--- config.mk ---
export PLATFORM = sky130hd
export DESIGN_NAME = pp2_core
export DESIGN_NICKNAME = d
export VERILOG_FILES = /design/src/rtl/pp2_pkg.sv /design/src/rtl/pp2_decode.sv /design/src/rtl/pp2_alu.sv /design/src/rtl/pp2_regfile.sv /design/src/rtl/pp2_ctrl.sv /design/src/rtl/pp2_core.sv
export SDC_FILE = /design/constraint.sdc
export NUM_CORES = 1
export LEC_CHECK = 0
export BUFFER_PORTS_ARGS = -buffer_cell sky130_fd_sc_hd__buf_2
export CELL_PAD_IN_SITES_DETAIL_PLACEMENT = 1
export CELL_PAD_IN_SITES_GLOBAL_PLACEMENT = 2
export CORE_UTILIZATION = 30
export DETAILED_ROUTE_END_ITERATION = 10
export PLACE_DENSITY = 0.79
export SLEW_MARGIN = 5
export SYNTH_ARGS = -nofsm -noshare
export SYNTH_HDL_FRONTEND = slang
export SYNTH_SLANG_ARGS = --single-unit
--- constraint.sdc ---
create_clock -name clk -period 3.7 [get_ports clk]
set_input_delay 0.185 -clock clk [delete_from_list [all_inputs] [get_ports clk]]
set_output_delay 0.185 -clock clk [all_outputs]
set_load 0.02 [all_outputs]
--- src/rtl/pp2_pkg.sv ---
package pp2_pkg;

    localparam int OP_W = 4;

    typedef enum logic [OP_W-1:0] {
        OPC_NOP = 4'd0,
        OPC_ADD = 4'd1,
        OPC_SUB = 4'd2,
        OPC_LDI = 4'd3,
        OPC_LD  = 4'd4,
        OPC_ST  = 4'd5,
        OPC_BEQ = 4'd6,
        OPC_JMP = 4'd7
    } opc_e;

    typedef enum logic [1:0] {
        S_BOOT   = 2'd0,
        S_RUN    = 2'd1,
        S_SQUASH = 2'd2
    } ctl_state_e;

    typedef enum logic [1:0] {
        FN_ADD   = 2'd0,
        FN_SUB   = 2'd1,
        FN_PASSB = 2'd2
    } alu_fn_e;

    typedef struct packed {
        logic    wr_reg;
        logic    rd_mem;
        logic    wr_mem;
        logic    br_eq;
        logic    br_jmp;
        logic    use_a;
        logic    use_b;
        logic    imm_b;
        alu_fn_e fn;
    } uop_t;

    function automatic uop_t decode_op(input logic [OP_W-1:0] code);
        uop_t u;
        u    = '0;
        u.fn = FN_ADD;
        case (code)
            OPC_ADD: begin
                u.wr_reg = 1'b1; u.use_a = 1'b1; u.use_b = 1'b1;
            end
            OPC_SUB: begin
                u.wr_reg = 1'b1; u.use_a = 1'b1; u.use_b = 1'b1; u.fn = FN_SUB;
            end
            OPC_LDI: begin
                u.wr_reg = 1'b1; u.imm_b = 1'b1; u.fn = FN_PASSB;
            end
            OPC_LD: begin
                u.wr_reg = 1'b1; u.rd_mem = 1'b1; u.use_a = 1'b1; u.imm_b = 1'b1;
            end
            OPC_ST: begin
                u.wr_mem = 1'b1; u.use_a = 1'b1; u.use_b = 1'b1; u.imm_b = 1'b1;
            end
            OPC_BEQ: begin
                u.br_eq = 1'b1; u.use_a = 1'b1; u.use_b = 1'b1;
            end
            OPC_JMP: begin
                u.br_jmp = 1'b1;
            end
            default: ;
        endcase
        return u;
    endfunction

endpackage

--- src/rtl/pp2_decode.sv ---
module pp2_decode
    import pp2_pkg::*;
#(
    parameter int REG_AW = 3,
    parameter int IMM_W  = 8,
    localparam int INSTR_W = OP_W + 3 * REG_AW + IMM_W
) (
    input  logic [INSTR_W-1:0] instr,
    output uop_t               uop,
    output logic [REG_AW-1:0]  rd,
    output logic [REG_AW-1:0]  rs1,
    output logic [REG_AW-1:0]  rs2,
    output logic [IMM_W-1:0]   imm
);
    localparam int RS2_LO = IMM_W;
    localparam int RS1_LO = RS2_LO + REG_AW;
    localparam int RD_LO  = RS1_LO + REG_AW;
    localparam int OP_LO  = RD_LO + REG_AW;

    always_comb begin
        uop = decode_op(instr[OP_LO +: OP_W]);
        rd  = instr[RD_LO +: REG_AW];
        rs1 = instr[RS1_LO +: REG_AW];
        rs2 = instr[RS2_LO +: REG_AW];
        imm = instr[0 +: IMM_W];
    end
endmodule

--- src/rtl/pp2_alu.sv ---
module pp2_alu
    import pp2_pkg::*;
#(
    parameter int DATA_W = 16
) (
    input  alu_fn_e           fn,
    input  logic [DATA_W-1:0] a,
    input  logic [DATA_W-1:0] b,
    output logic [DATA_W-1:0] y,
    output logic              eq
);
    always_comb begin
        eq = (a == b);
        unique case (fn)
            FN_ADD:   y = a + b;
            FN_SUB:   y = a - b;
            FN_PASSB: y = b;
            default:  y = a + b;
        endcase
    end
endmodule

--- src/rtl/pp2_regfile.sv ---
module pp2_regfile #(
    parameter int DATA_W = 16,
    parameter int REG_AW = 3,
    localparam int REG_N = 1 << REG_AW
) (
    input  logic              clk,
    input  logic              rst_n,
    input  logic              we,
    input  logic [REG_AW-1:0] waddr,
    input  logic [DATA_W-1:0] wdata,
    input  logic [REG_AW-1:0] raddr_a,
    input  logic [REG_AW-1:0] raddr_b,
    output logic [DATA_W-1:0] rdata_a,
    output logic [DATA_W-1:0] rdata_b
);
    logic [REG_N-1:0][DATA_W-1:0] cells;

    for (genvar gi = 0; gi < REG_N; gi++) begin : g_cell
        logic [DATA_W-1:0] q;
        always_ff @(posedge clk) begin
            if (!rst_n) begin
                q <= '0;
            end else if (we && (waddr == REG_AW'(gi))) begin
                q <= wdata;
            end
        end
        assign cells[gi] = q;
    end

    assign rdata_a = cells[raddr_a];
    assign rdata_b = cells[raddr_b];
endmodule

--- src/rtl/pp2_ctrl.sv ---
module pp2_ctrl
    import pp2_pkg::*;
#(
    parameter int REG_AW = 3
) (
    input  logic              clk,
    input  logic              rst_n,
    input  logic              use_a,
    input  logic              use_b,
    input  logic              br_eq,
    input  logic              br_jmp,
    input  logic              ops_equal,
    input  logic [REG_AW-1:0] rs1,
    input  logic [REG_AW-1:0] rs2,
    input  logic              s2_wr,
    input  logic [REG_AW-1:0] s2_rd,
    output ctl_state_e        state_q,
    output logic              s1_valid,
    output logic              redirect,
    output logic              fwd_a,
    output logic              fwd_b
);
    ctl_state_e state_d;

    always_ff @(posedge clk) begin
        if (!rst_n) begin
            state_q <= S_BOOT;
        end else begin
            state_q <= state_d;
        end
    end

    always_comb begin
        state_d  = state_q;
        s1_valid = 1'b0;
        redirect = 1'b0;
        unique case (state_q)
            S_BOOT: begin
                state_d = S_RUN;                       // first word
            end
            S_RUN: begin
                s1_valid = 1'b1;
                redirect = br_jmp | (br_eq & ops_equal);
                state_d  = redirect ? S_SQUASH : S_RUN; // redirect / fall through
            end
            S_SQUASH: begin
                state_d = S_RUN;                       // resume
            end
            default: begin
                state_d = S_BOOT;
            end
        endcase
        // read-after-write on the directly older instruction: take the result bus
        fwd_a = s2_wr & use_a & (s2_rd == rs1);
        fwd_b = s2_wr & use_b & (s2_rd == rs2);
    end
endmodule

--- src/rtl/pp2_core.sv ---
module pp2_core
    import pp2_pkg::*;
#(
    parameter int DATA_W  = 16,
    parameter int REG_AW  = 3,
    parameter int PC_W    = 8,
    parameter int DADDR_W = 6,
    localparam int INSTR_W = OP_W + 3 * REG_AW + PC_W
) (
    input  logic               clk,
    input  logic               rst_n,
    output logic [PC_W-1:0]    imem_addr,
    input  logic [INSTR_W-1:0] imem_rdata,
    output logic [DADDR_W-1:0] dmem_addr,
    output logic               dmem_re,
    input  logic [DATA_W-1:0]  dmem_rdata,
    output logic               dmem_we,
    output logic [DATA_W-1:0]  dmem_wdata,
    output logic               wb_en,
    output logic [REG_AW-1:0]  wb_reg,
    output logic [DATA_W-1:0]  wb_data
);
    // stage-one decode
    uop_t              uop;
    logic [REG_AW-1:0] rd, rs1, rs2;
    logic [PC_W-1:0]   s1_imm;

    // control
    ctl_state_e ctl_state;
    logic       s1_valid, redirect, fwd_a, fwd_b;

    // operands and ALU
    logic [DATA_W-1:0] rf_a, rf_b, opa, opb, alu_b, alu_y;
    logic              ops_equal;

    // stage-two state
    logic [PC_W-1:0]   pc_q;
    logic              s2_wr_q, s2_ld_q;
    logic [REG_AW-1:0] s2_rd_q;
    logic [DATA_W-1:0] acc_q;
    logic [DATA_W-1:0] res_bus;

    pp2_decode #(.REG_AW(REG_AW), .IMM_W(PC_W)) u_dec (
        .instr (imem_rdata),
        .uop   (uop),
        .rd    (rd),
        .rs1   (rs1),
        .rs2   (rs2),
        .imm   (s1_imm)
    );

    pp2_ctrl #(.REG_AW(REG_AW)) u_ctrl (
        .clk       (clk),
        .rst_n     (rst_n),
        .use_a     (uop.use_a),
        .use_b     (uop.use_b),
        .br_eq     (uop.br_eq),
        .br_jmp    (uop.br_jmp),
        .ops_equal (ops_equal),
        .rs1       (rs1),
        .rs2       (rs2),
        .s2_wr     (s2_wr_q),
        .s2_rd     (s2_rd_q),
        .state_q   (ctl_state),
        .s1_valid  (s1_valid),
        .redirect  (redirect),
        .fwd_a     (fwd_a),
        .fwd_b     (fwd_b)
    );

    pp2_regfile #(.DATA_W(DATA_W), .REG_AW(REG_AW)) u_rf (
        .clk     (clk),
        .rst_n   (rst_n),
        .we      (s2_wr_q),
        .waddr   (s2_rd_q),
        .wdata   (res_bus),
        .raddr_a (rs1),
        .raddr_b (rs2),
        .rdata_a (rf_a),
        .rdata_b (rf_b)
    );

    // second stage: a mux, not the ALU; memory data only passes for a load
    assign res_bus = s2_ld_q ? dmem_rdata : acc_q;

    assign opa   = fwd_a ? res_bus : rf_a;
    assign opb   = fwd_b ? res_bus : rf_b;
    assign alu_b = uop.imm_b ? DATA_W'(s1_imm) : opb;

    pp2_alu #(.DATA_W(DATA_W)) u_alu (
        .fn (uop.fn),
        .a  (opa),
        .b  (alu_b),
        .y  (alu_y),
        .eq (ops_equal)
    );

    always_ff @(posedge clk) begin
        if (!rst_n) begin
            pc_q    <= '0;
            s2_wr_q <= 1'b0;
            s2_ld_q <= 1'b0;
            s2_rd_q <= '0;
            acc_q   <= '0;
        end else begin
            pc_q    <= redirect ? s1_imm : pc_q + 1'b1;
            s2_wr_q <= s1_valid & uop.wr_reg;
            s2_ld_q <= s1_valid & uop.rd_mem;
            s2_rd_q <= rd;
            if (s1_valid) begin
                acc_q <= alu_y;
            end
        end
    end

    assign imem_addr  = pc_q;
    assign dmem_addr  = alu_y[DADDR_W-1:0];
    assign dmem_re    = s1_valid & uop.rd_mem;
    assign dmem_we    = s1_valid & uop.wr_mem;
    assign dmem_wdata = opb;
    assign wb_en      = s2_wr_q;
    assign wb_reg     = s2_rd_q;
    assign wb_data    = res_bus;
endmodule

Yosys cells after proc, flatten, opt, wreduce, memory -nomap -nowiden:

Index checks and enable logic that the tools add are counted.

* output and inout port bits: 52
* word-level logic and storage cells: 87
* input bits: 39
* bits in registers: 159

* add/subtract/negate cells: 3
* multiplexer cells: 23
* reductions and logical operators: 15
* bitwise gates (word level): 9
* magnitude comparators: 2
* equal/unequal tests: 21

Operators by type and width (number)
* $bmux W16 S3: 2
* $mux W16: 6
* $pmux W16 S2: 1
* $add A16 B16 Y16: 1
* $eq A16 B16 Y1: 1
* $eq A4 B3 Y1 const B: 4
* $sub A16 B16 Y16: 1
* $eq A3 B3 Y1 const B: 4
* $mux W1: 10
* $add A8 B1 Y8 const B: 1
* $and A1 B1 Y1: 8
* $eq A4 B2 Y1 const B: 2
* $logic_and A1 B1 Y1: 8
* $lt A3 B4 Y1 const B: 2
* $mux W8: 1
* $pmux W2 S2: 2
* $reduce_or A4 Y1: 2
* $eq A3 B2 Y1 const B: 2
* $eq A3 B3 Y1: 2
* $reduce_or A5 Y1: 1
* $eq A2 B1 Y1 const B: 2
* $eq A2 B2 Y1 const B: 2
* $eq A4 B1 Y1 const B: 1
* $eq A3 B1 Y1 const B: 1
* other kinds (6): 6

Depth between registers and ports, before layout:

Gate-level depths: netlist of run 1.

* word-level depth: 12
* mapped depth: 20
* mapped depth without buffers: 17

By module:

From an unflattened synthesis of run 1, not the netlist that was laid out.

* cells, all modules: 1253
* area total of the unflattened synthesis: 11255.8 µm²

Modules (own cells, without submodules)
* pp2_regfile: cells each 705, seq. area each 2562.5 µm², instances 1, area each 7176.9 µm²
* pp2_core: cells each 230, seq. area each 580.6 µm², instances 1, area each 1851.8 µm²
* pp2_alu: cells each 266, seq. area each 0.0 µm², instances 1, area each 1843.0 µm²
* pp2_decode: cells each 34, seq. area each 0.0 µm², instances 1, area each 216.5 µm²
* pp2_ctrl: cells each 18, seq. area each 40.0 µm², instances 1, area each 167.7 µm²

Least setup slack after synthesis of run 1:

OpenSTA, ideal clock, no wires.

* path type: flip-flop to flip-flop
* start point: register s2_rd_q[2] (netlist: wb_reg[2])
* end point: register acc_q[9]
* arrival time: 4.218 ns
* stages on the path, launching flop included: 19
* period minus slack after synthesis: 4.334 ns
* buffers on the path: 3
* required time: 3.584 ns
* slack: -0.634 ns
* library setup time: 0.116 ns
* path through: dfxtp_1 > buf_2 > xor2_1 > nor3_2 > nand2_2 > buf_2 > buf_2 > a21oi_1 > mux2_2 > inv_1 > ha_1 > or3_1 > or4b_1 > a31o_1 > a21oi_1 > xnor2_1 > a221oi_1 > a211oi_1 > a31o_1

* word-level cells in the longest chain between the ends: 6
* elaborated cells between the ends (all ways): 10
* classes of those cells: 2 x add/sub; 2 x eq/ne; 4 x mux; 2 x bitwise

RTL lines
* start, declared: line pp2_core.sv:39 `logic [REG_AW-1:0] s2_rd_q;`
* start signal, assigned: line pp2_core.sv:109 `s2_rd_q <= rd;`
* $eq A3 B3 Y1 *: line pp2_ctrl.sv:55 `fwd_b = s2_wr & use_b & (s2_rd == rs2);`
* $and A1 B1 Y1 *: line pp2_ctrl.sv:55
* $mux W16 *: line pp2_core.sv:87 `assign opb = fwd_b ? res_bus : rf_b;`
* via dmem_wdata[6]: line pp2_core.sv:18 `output logic [DATA_W-1:0] dmem_wdata,`
* $mux W16 *: line pp2_core.sv:88 `assign alu_b = uop.imm_b ? DATA_W'(s1_imm) : opb;`
* $add A16 B16 Y16 / $sub A16 B16 Y16 (equally long branches): line pp2_alu.sv:15, pp2_alu.sv:18, pp2_alu.sv:16
* $pmux W16 S2 *: line pp2_alu.sv:14 `unique case (fn)`
* end signal, assigned: line pp2_core.sv:111 `acc_q <= alu_y;`
* end, declared: line pp2_core.sv:40 `logic [DATA_W-1:0] acc_q;`

Mark *: on every way through the listed nets, which the timed path passes. The rest lies on a longest branch.
A chain may end at the register's enable or synchronous reset.

Worst setup path after layout of run 1:

* start point: register s2_rd_q[1] (netlist: wb_reg[1])
* end point: register acc_q[14]

* word-level cells in the longest chain between the ends: 6
* elaborated cells between the ends (all ways): 10
* classes of those cells: 2 x add/sub; 2 x eq/ne; 4 x mux; 2 x bitwise

RTL lines (line)
* $eq A3 B3 Y1: pp2_ctrl.sv:55
* $and A1 B1 Y1: pp2_ctrl.sv:55
* $mux W16: pp2_core.sv:87
* $mux W16: pp2_core.sv:88
* $add A16 B16 Y16 / $sub A16 B16 Y16 (equally long branches): pp2_alu.sv:15, pp2_alu.sv:18, pp2_alu.sv:16
* $pmux W16 S2 *: pp2_alu.sv:14

Every way passes the cells marked *; elsewhere a longest branch is shown, timed or not.

==> results.sh, run 1 <==
export IMPL_pwr_share_comb=0.180
export IMPL_insertion_delay_ns=0.43
export IMPL_synth_area_sq_um=10020
export IMPL_cts_buffer_depth=2
export IMPL_maxCapViolCount=0
export IMPL_status="finished with violations"
export IMPL_start_util=0.3063
export IMPL_reg2reg_slack_ns=-0.06
export IMPL_peakVddDrop_uv=215.4
export IMPL_instances_no_fill=1761
export IMPL_via_per_inst=5.316
export IMPL_tightest_slew_ns=1.091
export IMPL_layout_common_cells="185 x buf_4, 182 x nor2_1, 157 x dfxtp_1, 134 x a211oi_1, 88 x buf_2"
export IMPL_drive_above_1_share=0.3877
export IMPL_internal_power_mw=3.041
export IMPL_cp_start_kind="register"
export IMPL_reg2reg_depth=18
export IMPL_yosysWarnings=0
export IMPL_p_leak_nw=5.460
export IMPL_synth_seq_cells=159
export IMPL_arrival_ns=4.12
export IMPL_grt_total_usage=0.2109
export IMPL_vias=9362
export IMPL_period_share=1.017
export IMPL_setup_viol=4
export IMPL_globalplace_congestion=0.9255
export IMPL_overflow=0
export IMPL_portBuffers=90
export IMPL_end_kind="register"
export IMPL_ys_flop_type="dfxtp_1"
export IMPL_sequentialPowerShare=0.414
export IMPL_cp_max_fo=5
export IMPL_hold_viol=0
export IMPL_async_flop_share=0
export IMPL_syn_to_final_growth_pct=33.91
export IMPL_pin_count=91
export IMPL_drt_first_iter_violations=560
export IMPL_cp_required_ns=4.06
export IMPL_syn_inst=1092
export IMPL_antenna_found_initial=0
export IMPL_dp_slack_ns=-0.3652
export IMPL_largest_register="u_rf.g_cell.q"
export IMPL_htreeDepth=4
export IMPL_violations="setup timing"
export IMPL_clkTransAtPathRegs_ns=0.07
export IMPL_grt_max_degree=79
export IMPL_cts_sinks=159
export IMPL_clock_power_share=0.406
export IMPL_fp_dieH_microns=184.7
export IMPL_cts_inserted_buffers=17
export IMPL_syn_num_nets=1167
export IMPL_dpl_cell_count=1703
export IMPL_rsz0062_at_grt="true"
export IMPL_ys_seq_area_frac=0.3178
export IMPL_fillers=3770
export IMPL_holdCritPathClass="primary input to register"
export IMPL_timing_rr_end="acc_q[14]"
export IMPL_dieArea_sq_um=34130
export IMPL_first_global_vias=9679
export IMPL_die_width_microns=184.7
export IMPL_firstDrtPassIters=5
export IMPL_largest_reg_flops=128
export IMPL_drt_total_wl_microns=36260
export IMPL_ys_types=73
export IMPL_critPathCapture="acc_q[14]"
export IMPL_crit_path_start="wb_reg[1]"
export IMPL_cts_tree="done"
export IMPL_rows=66
export IMPL_drc_errors=0
export IMPL_r2r_start="wb_reg[1]"
export IMPL_switching_power_mw=1.233
export IMPL_fmax_mhz=265.9
export IMPL_grt_pass1_wl_microns=54860
export IMPL_switching_share=0.2884
export IMPL_place_hpwl_microns=26420
export IMPL_final_common_cell="buf_4"
export IMPL_nets=1380
export IMPL_antenna_left=0
export IMPL_critical_path_class="register to register"
export IMPL_p_per_area_nw_per_um2=318.6
export IMPL_avgSynthCellArea_sq_um=9.173
export IMPL_period_minus_slack_ns=3.762
export IMPL_hold_slack_ns=0.05046
export IMPL_maxSlewViolCount=0
export IMPL_synth_edf_count=0
export IMPL_cts_root_buffer="clkbuf_16"
export IMPL_finClkSkew_ns=0.01076
export IMPL_wl_per_cell_microns=20.59
export IMPL_fin_ws_ns=-0.06152
export IMPL_core_region_area_sq_um=32700
export IMPL_slew_headroom=0.2725
export IMPL_tns_ns=-0.1832
## power by group through the flow
| stage | combinational, mW | clock (mW) | sequential, mW |
|---|---|---|---|
| after floorplan | 0.410 | 0 | 1.81 |
| after global placement | 0.683 | 0 | 1.80 |
| after detailed placement | 0.695 | 0 | 1.81 |
| final | 0.769 | 1.74 | 1.77 |
| after CTS | 0.720 | 1.77 | 1.77 |
| after global routing | 0.820 | 1.83 | 1.77 |
## layout make-up
cell class                      count  area, sq um  area share
Clock inverter                     12        108.9    0.008115
Tap cell                          442        553.0     0.04123
Multi-Input combinational cell    784         6780      0.5055
Sequential cell                   159         3188      0.2377
Timing Repair Buffer              293         2135      0.1591
Clock buffer                       20        456.7     0.03405
Inverter                           50        190.2     0.01418
Antenna cell                        1        2.502   0.0001865
## kinds of logic (layout without fill, tap and decap cells)
family                   Yosys count  in the layout  synth area share
XOR/XNOR                          20             20           0.01749
multiplexers                     127            127            0.2088
AND/OR/NAND/NOR                  319            319            0.1451
AO/OA/AOI/OAI                    282            282            0.2011
flip-flops                       159            159            0.3178
other                              0              1                 0
adder cells (fa/ha/maj)           36             36           0.04647
buffers and inverters            149            375           0.06320
## through the flow
stage	utilization	cell area (sq um)	total power, mW
floorplan	-	10180	2.216
global placement	0.3723	12180	2.488
detailed placement	0.3723	12180	2.501
CTS	0.3959	12950	4.255
global route	0.4101	13410	4.420
finish	0.4102	13410	4.274
## worst min path at each step
| stage | start | to | slack [ns] | cells after the start |
|---|---|---|---|---|
| after detailed placement | imem_rdata[14] | wb_reg[0] | 0.40 | 2 |
| final | imem_rdata[20] | wb_en | 0.05 | 3 |
| after global placement | imem_rdata[16] | wb_reg[2] | 0.39 | 2 |
| after CTS | imem_rdata[1] | imem_addr[1] | 0.04 | 3 |
| after global routing | imem_rdata[20] | wb_en | 0.06 | 3 |
| after floorplan | imem_rdata[20] | wb_en | 0.26 | 1 |
## critical path, stage by stage, from the launching register on
cell and delay (ns):
dfxtp_4 0.37, xor2_4 0.16, nor3_2 0.22, nand2_2 0.16
buf_6 0.16, mux2i_4 0.18, mux2_4 0.31, ha_4 0.18
inv_2 0.06, fa_2 0.20, o21bai_1 0.08, a21oi_2 0.20
nor3_1 0.06, nand3b_1 0.21, o41a_1 0.47, a221oi_2 0.29
xor2_1 0.17, o2bb2ai_1 0.07, a41oi_1 0.14
## metal layers
metal	up-vias	track usage	share of wire
met5	-	0	0
met4	0	0.05388	0.015
met3	40	0.02608	0.028
met2	164	0.3817	0.51
met1	4722	0.2627	0.44
li1	4436	-	-
## cell usage after synthesis, drive strengths merged, types with 22 or more instances
cell      n  area share
buf      38       0.022
a21oi    50       0.025
inv      50       0.019
a211oi  139        0.11
o21ai    22       0.011
nand2    37       0.015
dfxtp   159        0.32
mux4     64        0.14
nor2    195       0.073
clkbuf   61       0.023
mux2i    57       0.058
ha       34       0.042
## timing repair
action	4_1_cts	5_1_grt
cloned	0	1
endpoints found under the hold margin	3	0
endpoints found under the setup margin	20	20
pin swaps	13	46
setup buffers	2	19
hold buffers	3	0
resized for setup	32	66
(Power assumes the default switching activity.)
==> inputs of run 2 (changes only) <==
--- a/config.mk
+++ b/config.mk
@@ -9,6 +9,7 @@
 export CELL_PAD_IN_SITES_DETAIL_PLACEMENT = 1
 export CELL_PAD_IN_SITES_GLOBAL_PLACEMENT = 2
 export CORE_UTILIZATION = 30
+export CTS_BUF_LIST = sky130_fd_sc_hd__clkbuf_4 sky130_fd_sc_hd__clkbuf_8
 export DETAILED_ROUTE_END_ITERATION = 10
 export PLACE_DENSITY = 0.79
 export SLEW_MARGIN = 5
==> results.sh, run 2 (same netlist as run 1, synthesis figures left out) <==
export IMPL_vias=9446
export IMPL_finClkSkew_ns=0.02520
export IMPL_drt_first_iter_violations=509
export IMPL_drc_errors=0
export IMPL_tightest_slew_ns=1.035
export IMPL_peakVddDrop_uv=143.5
export IMPL_clkTransAtPathRegs_ns=0.10
export IMPL_antenna_left=0
export IMPL_overflow=0
export IMPL_largest_register="u_rf.g_cell.q"
export IMPL_insertedDiodeCount=0
export IMPL_setup_viol=3
export IMPL_insertion_delay_ns=0.49
export IMPL_globalplace_congestion=0.9255
export IMPL_rows=66
export IMPL_largest_reg_flops=128
export IMPL_period_share=1.016
export IMPL_cts_root_buffer="clkbuf_8"
export IMPL_final_core_util=0.4125
export IMPL_die_width_microns=184.7
export IMPL_firstDrtPassIters=5
export IMPL_period_minus_slack_ns=3.758
export IMPL_cpMostUsedCell="mux2i_4"
export IMPL_first_global_vias=9769
export IMPL_end_kind="register"
export IMPL_layout_common_cells="186 x buf_4, 177 x nor2_1, 153 x dfxtp_1, 136 x a211oi_1, 88 x buf_2"
export IMPL_start_util=0.3063
export IMPL_arrival_ns=4.14
export IMPL_final_common_cell="buf_4"
export IMPL_critical_path_class="register to register"
export IMPL_core_region_area_sq_um=32700
export IMPL_cts_tree="done"
export IMPL_nets=1388
export IMPL_critPathMaxStageDelay_ns=0.50
export IMPL_cts_sinks=159
export IMPL_htreeDepth=4
export IMPL_rsz0062_at_grt="true"
export IMPL_fp_dieH_microns=184.7
export IMPL_dieArea_sq_um=34130
export IMPL_wl_per_cell_microns=20.96
export IMPL_cp_required_ns=4.08
export IMPL_grt_total_usage=0.2139
export IMPL_cp_cell_sequence="mux4_2, mux2i_4, mux2i_4, mux2_4, ha_4, inv_2, fa_2, o21bai_4, a21oi_4, nor3_2, nand3b_1, o41a_1, buf_4, a32oi_1, a21oi_1, o221a_2"
export IMPL_cp_max_fo=3
export IMPL_cp_start_kind="register"
export IMPL_antenna_found_initial=1
export IMPL_grt_max_degree=79
export IMPL_place_hpwl_microns=26420
export IMPL_status="finished with violations"
export IMPL_via_per_inst=5.343
export IMPL_p_per_area_nw_per_um2=285.7
export IMPL_drive_above_1_share=0.4065
export IMPL_maxSlewViolCount=0
export IMPL_fin_ws_ns=-0.05843
export IMPL_pin_count=91
export IMPL_slew_headroom=0.3101
export IMPL_grt_pass1_wl_microns=55340
export IMPL_hold_viol=0
export IMPL_drt_total_wl_microns=37060
export IMPL_p_leak_nw=5.463
export IMPL_tns_ns=-0.1204
export IMPL_portBuffers=90
export IMPL_cp_slowest_cell="mux4_2"
export IMPL_fmax_mhz=266.1
export IMPL_maxCapViolCount=0
export IMPL_syn_to_final_growth_pct=34.65
export IMPL_cts_inserted_buffers=17
export IMPL_holdCritPathClass="primary input to register"
export IMPL_power_total_mw=3.854
export IMPL_violations="setup timing"
export IMPL_cts_buffer_depth=2
-- run 2: cell count changes in the layout (fill, tap and decap cells not counted), moves of 3 or more --
cell	previous run	this run
buf_6	8	11
clkbuf_16	18	1
clkbuf_8	2	19
dfxtp_1	157	153
dfxtp_2	1	5
dlygate4sd3_1	3	6
ha_1	25	20
ha_4	5	9
inv_1	41	38
nor2_1	182	177
nor2_4	1	4
-- run 2: layout make-up --
type	count	area (sq um)
fill	3762	19210
multi-input combinational	784	6943
sequential	159	3193
timing repair buffer	301	2226
tap	442	553.0
clock buffer	20	269.0
inverter	50	195.2
clock inverter	12	108.9
-- run 2: repair_timing --
item | CTS | global route
gates resized for setup | 58 | 80
buffers inserted | 14 | 12
pin swaps | 26 | 51
cloned | 1 | 1
endpoints found under the hold margin | 6 | 0
setup endpoints to repair | 21 | 22
hold buffers | 6 | 0
-- run 2: where the power goes --
part / switching [mW] / leakage, nW / total, mW / internal [mW]
sequential: 0.0278 / 1.29 / 1.77 / 1.74
clock: 0.719 / 0.193 / 1.30 / 0.578
combinational: 0.446 / 3.98 / 0.788 / 0.342
total: 1.19 / 5.46 / 3.85 / 2.66
-- run 2: stage by stage --
| stage | instances | hold WS (ns) | instance area, sq um | setup WS, ns |
|---|---|---|---|---|
| 3_5_place_dp | 1703 | 0.3972 | 12180 | -0.3652 |
| 4_1_cts | 1756 | 0.005677 | 13040 | 0.0008313 |
| 5_1_grt | 1768 | 0.02799 | 13490 | -0.1358 |
| 6_report | 1768 | 0.03165 | 13490 | -0.05843 |
| 3_3_place_gp | 1703 | 0.3923 | 12180 | -0.2821 |
| 2_1_floorplan | 1092 | 0.2617 | 10180 | -0.2116 |
-- run 2: final timing paths --
check                                          from                end  slack, ns  cells after the start
worst max-delay path            u_rf.g_cell[0].q[0]          acc_q[12]      -0.06                     16
worst min-delay path                  imem_rdata[5]       imem_addr[5]       0.03                      3
worst max register to register  u_rf.g_cell[0].q[0]          acc_q[12]      -0.06                     16
worst min register to register    u_ctrl.state_q[0]  u_ctrl.state_q[0]       0.46                      1
-- run 2: worst max-delay path: cells and delay by family, from the launching register on --
kind / cells / cell delay (ns)
muxes: 4 / 1.15
DFF: 1 / 0.35
adders and majority gates: 2 / 0.43
buffers and inverters: 2 / 0.23
and+or+nand+nor: 2 / 0.26
AOI/OAI and AO/OA: 6 / 1.23
-- run 2: routing by layer --
layer	global-route usage	part of all wire	vias up	wire length [microns]
met1	0.2626	0.44	4775	16270
met4	0.06579	0.024	0	871
met3	0.02885	0.026	49	971
li1	-	-	4449	-
met2	0.3849	0.51	173	18950
met5	0	0	-	0
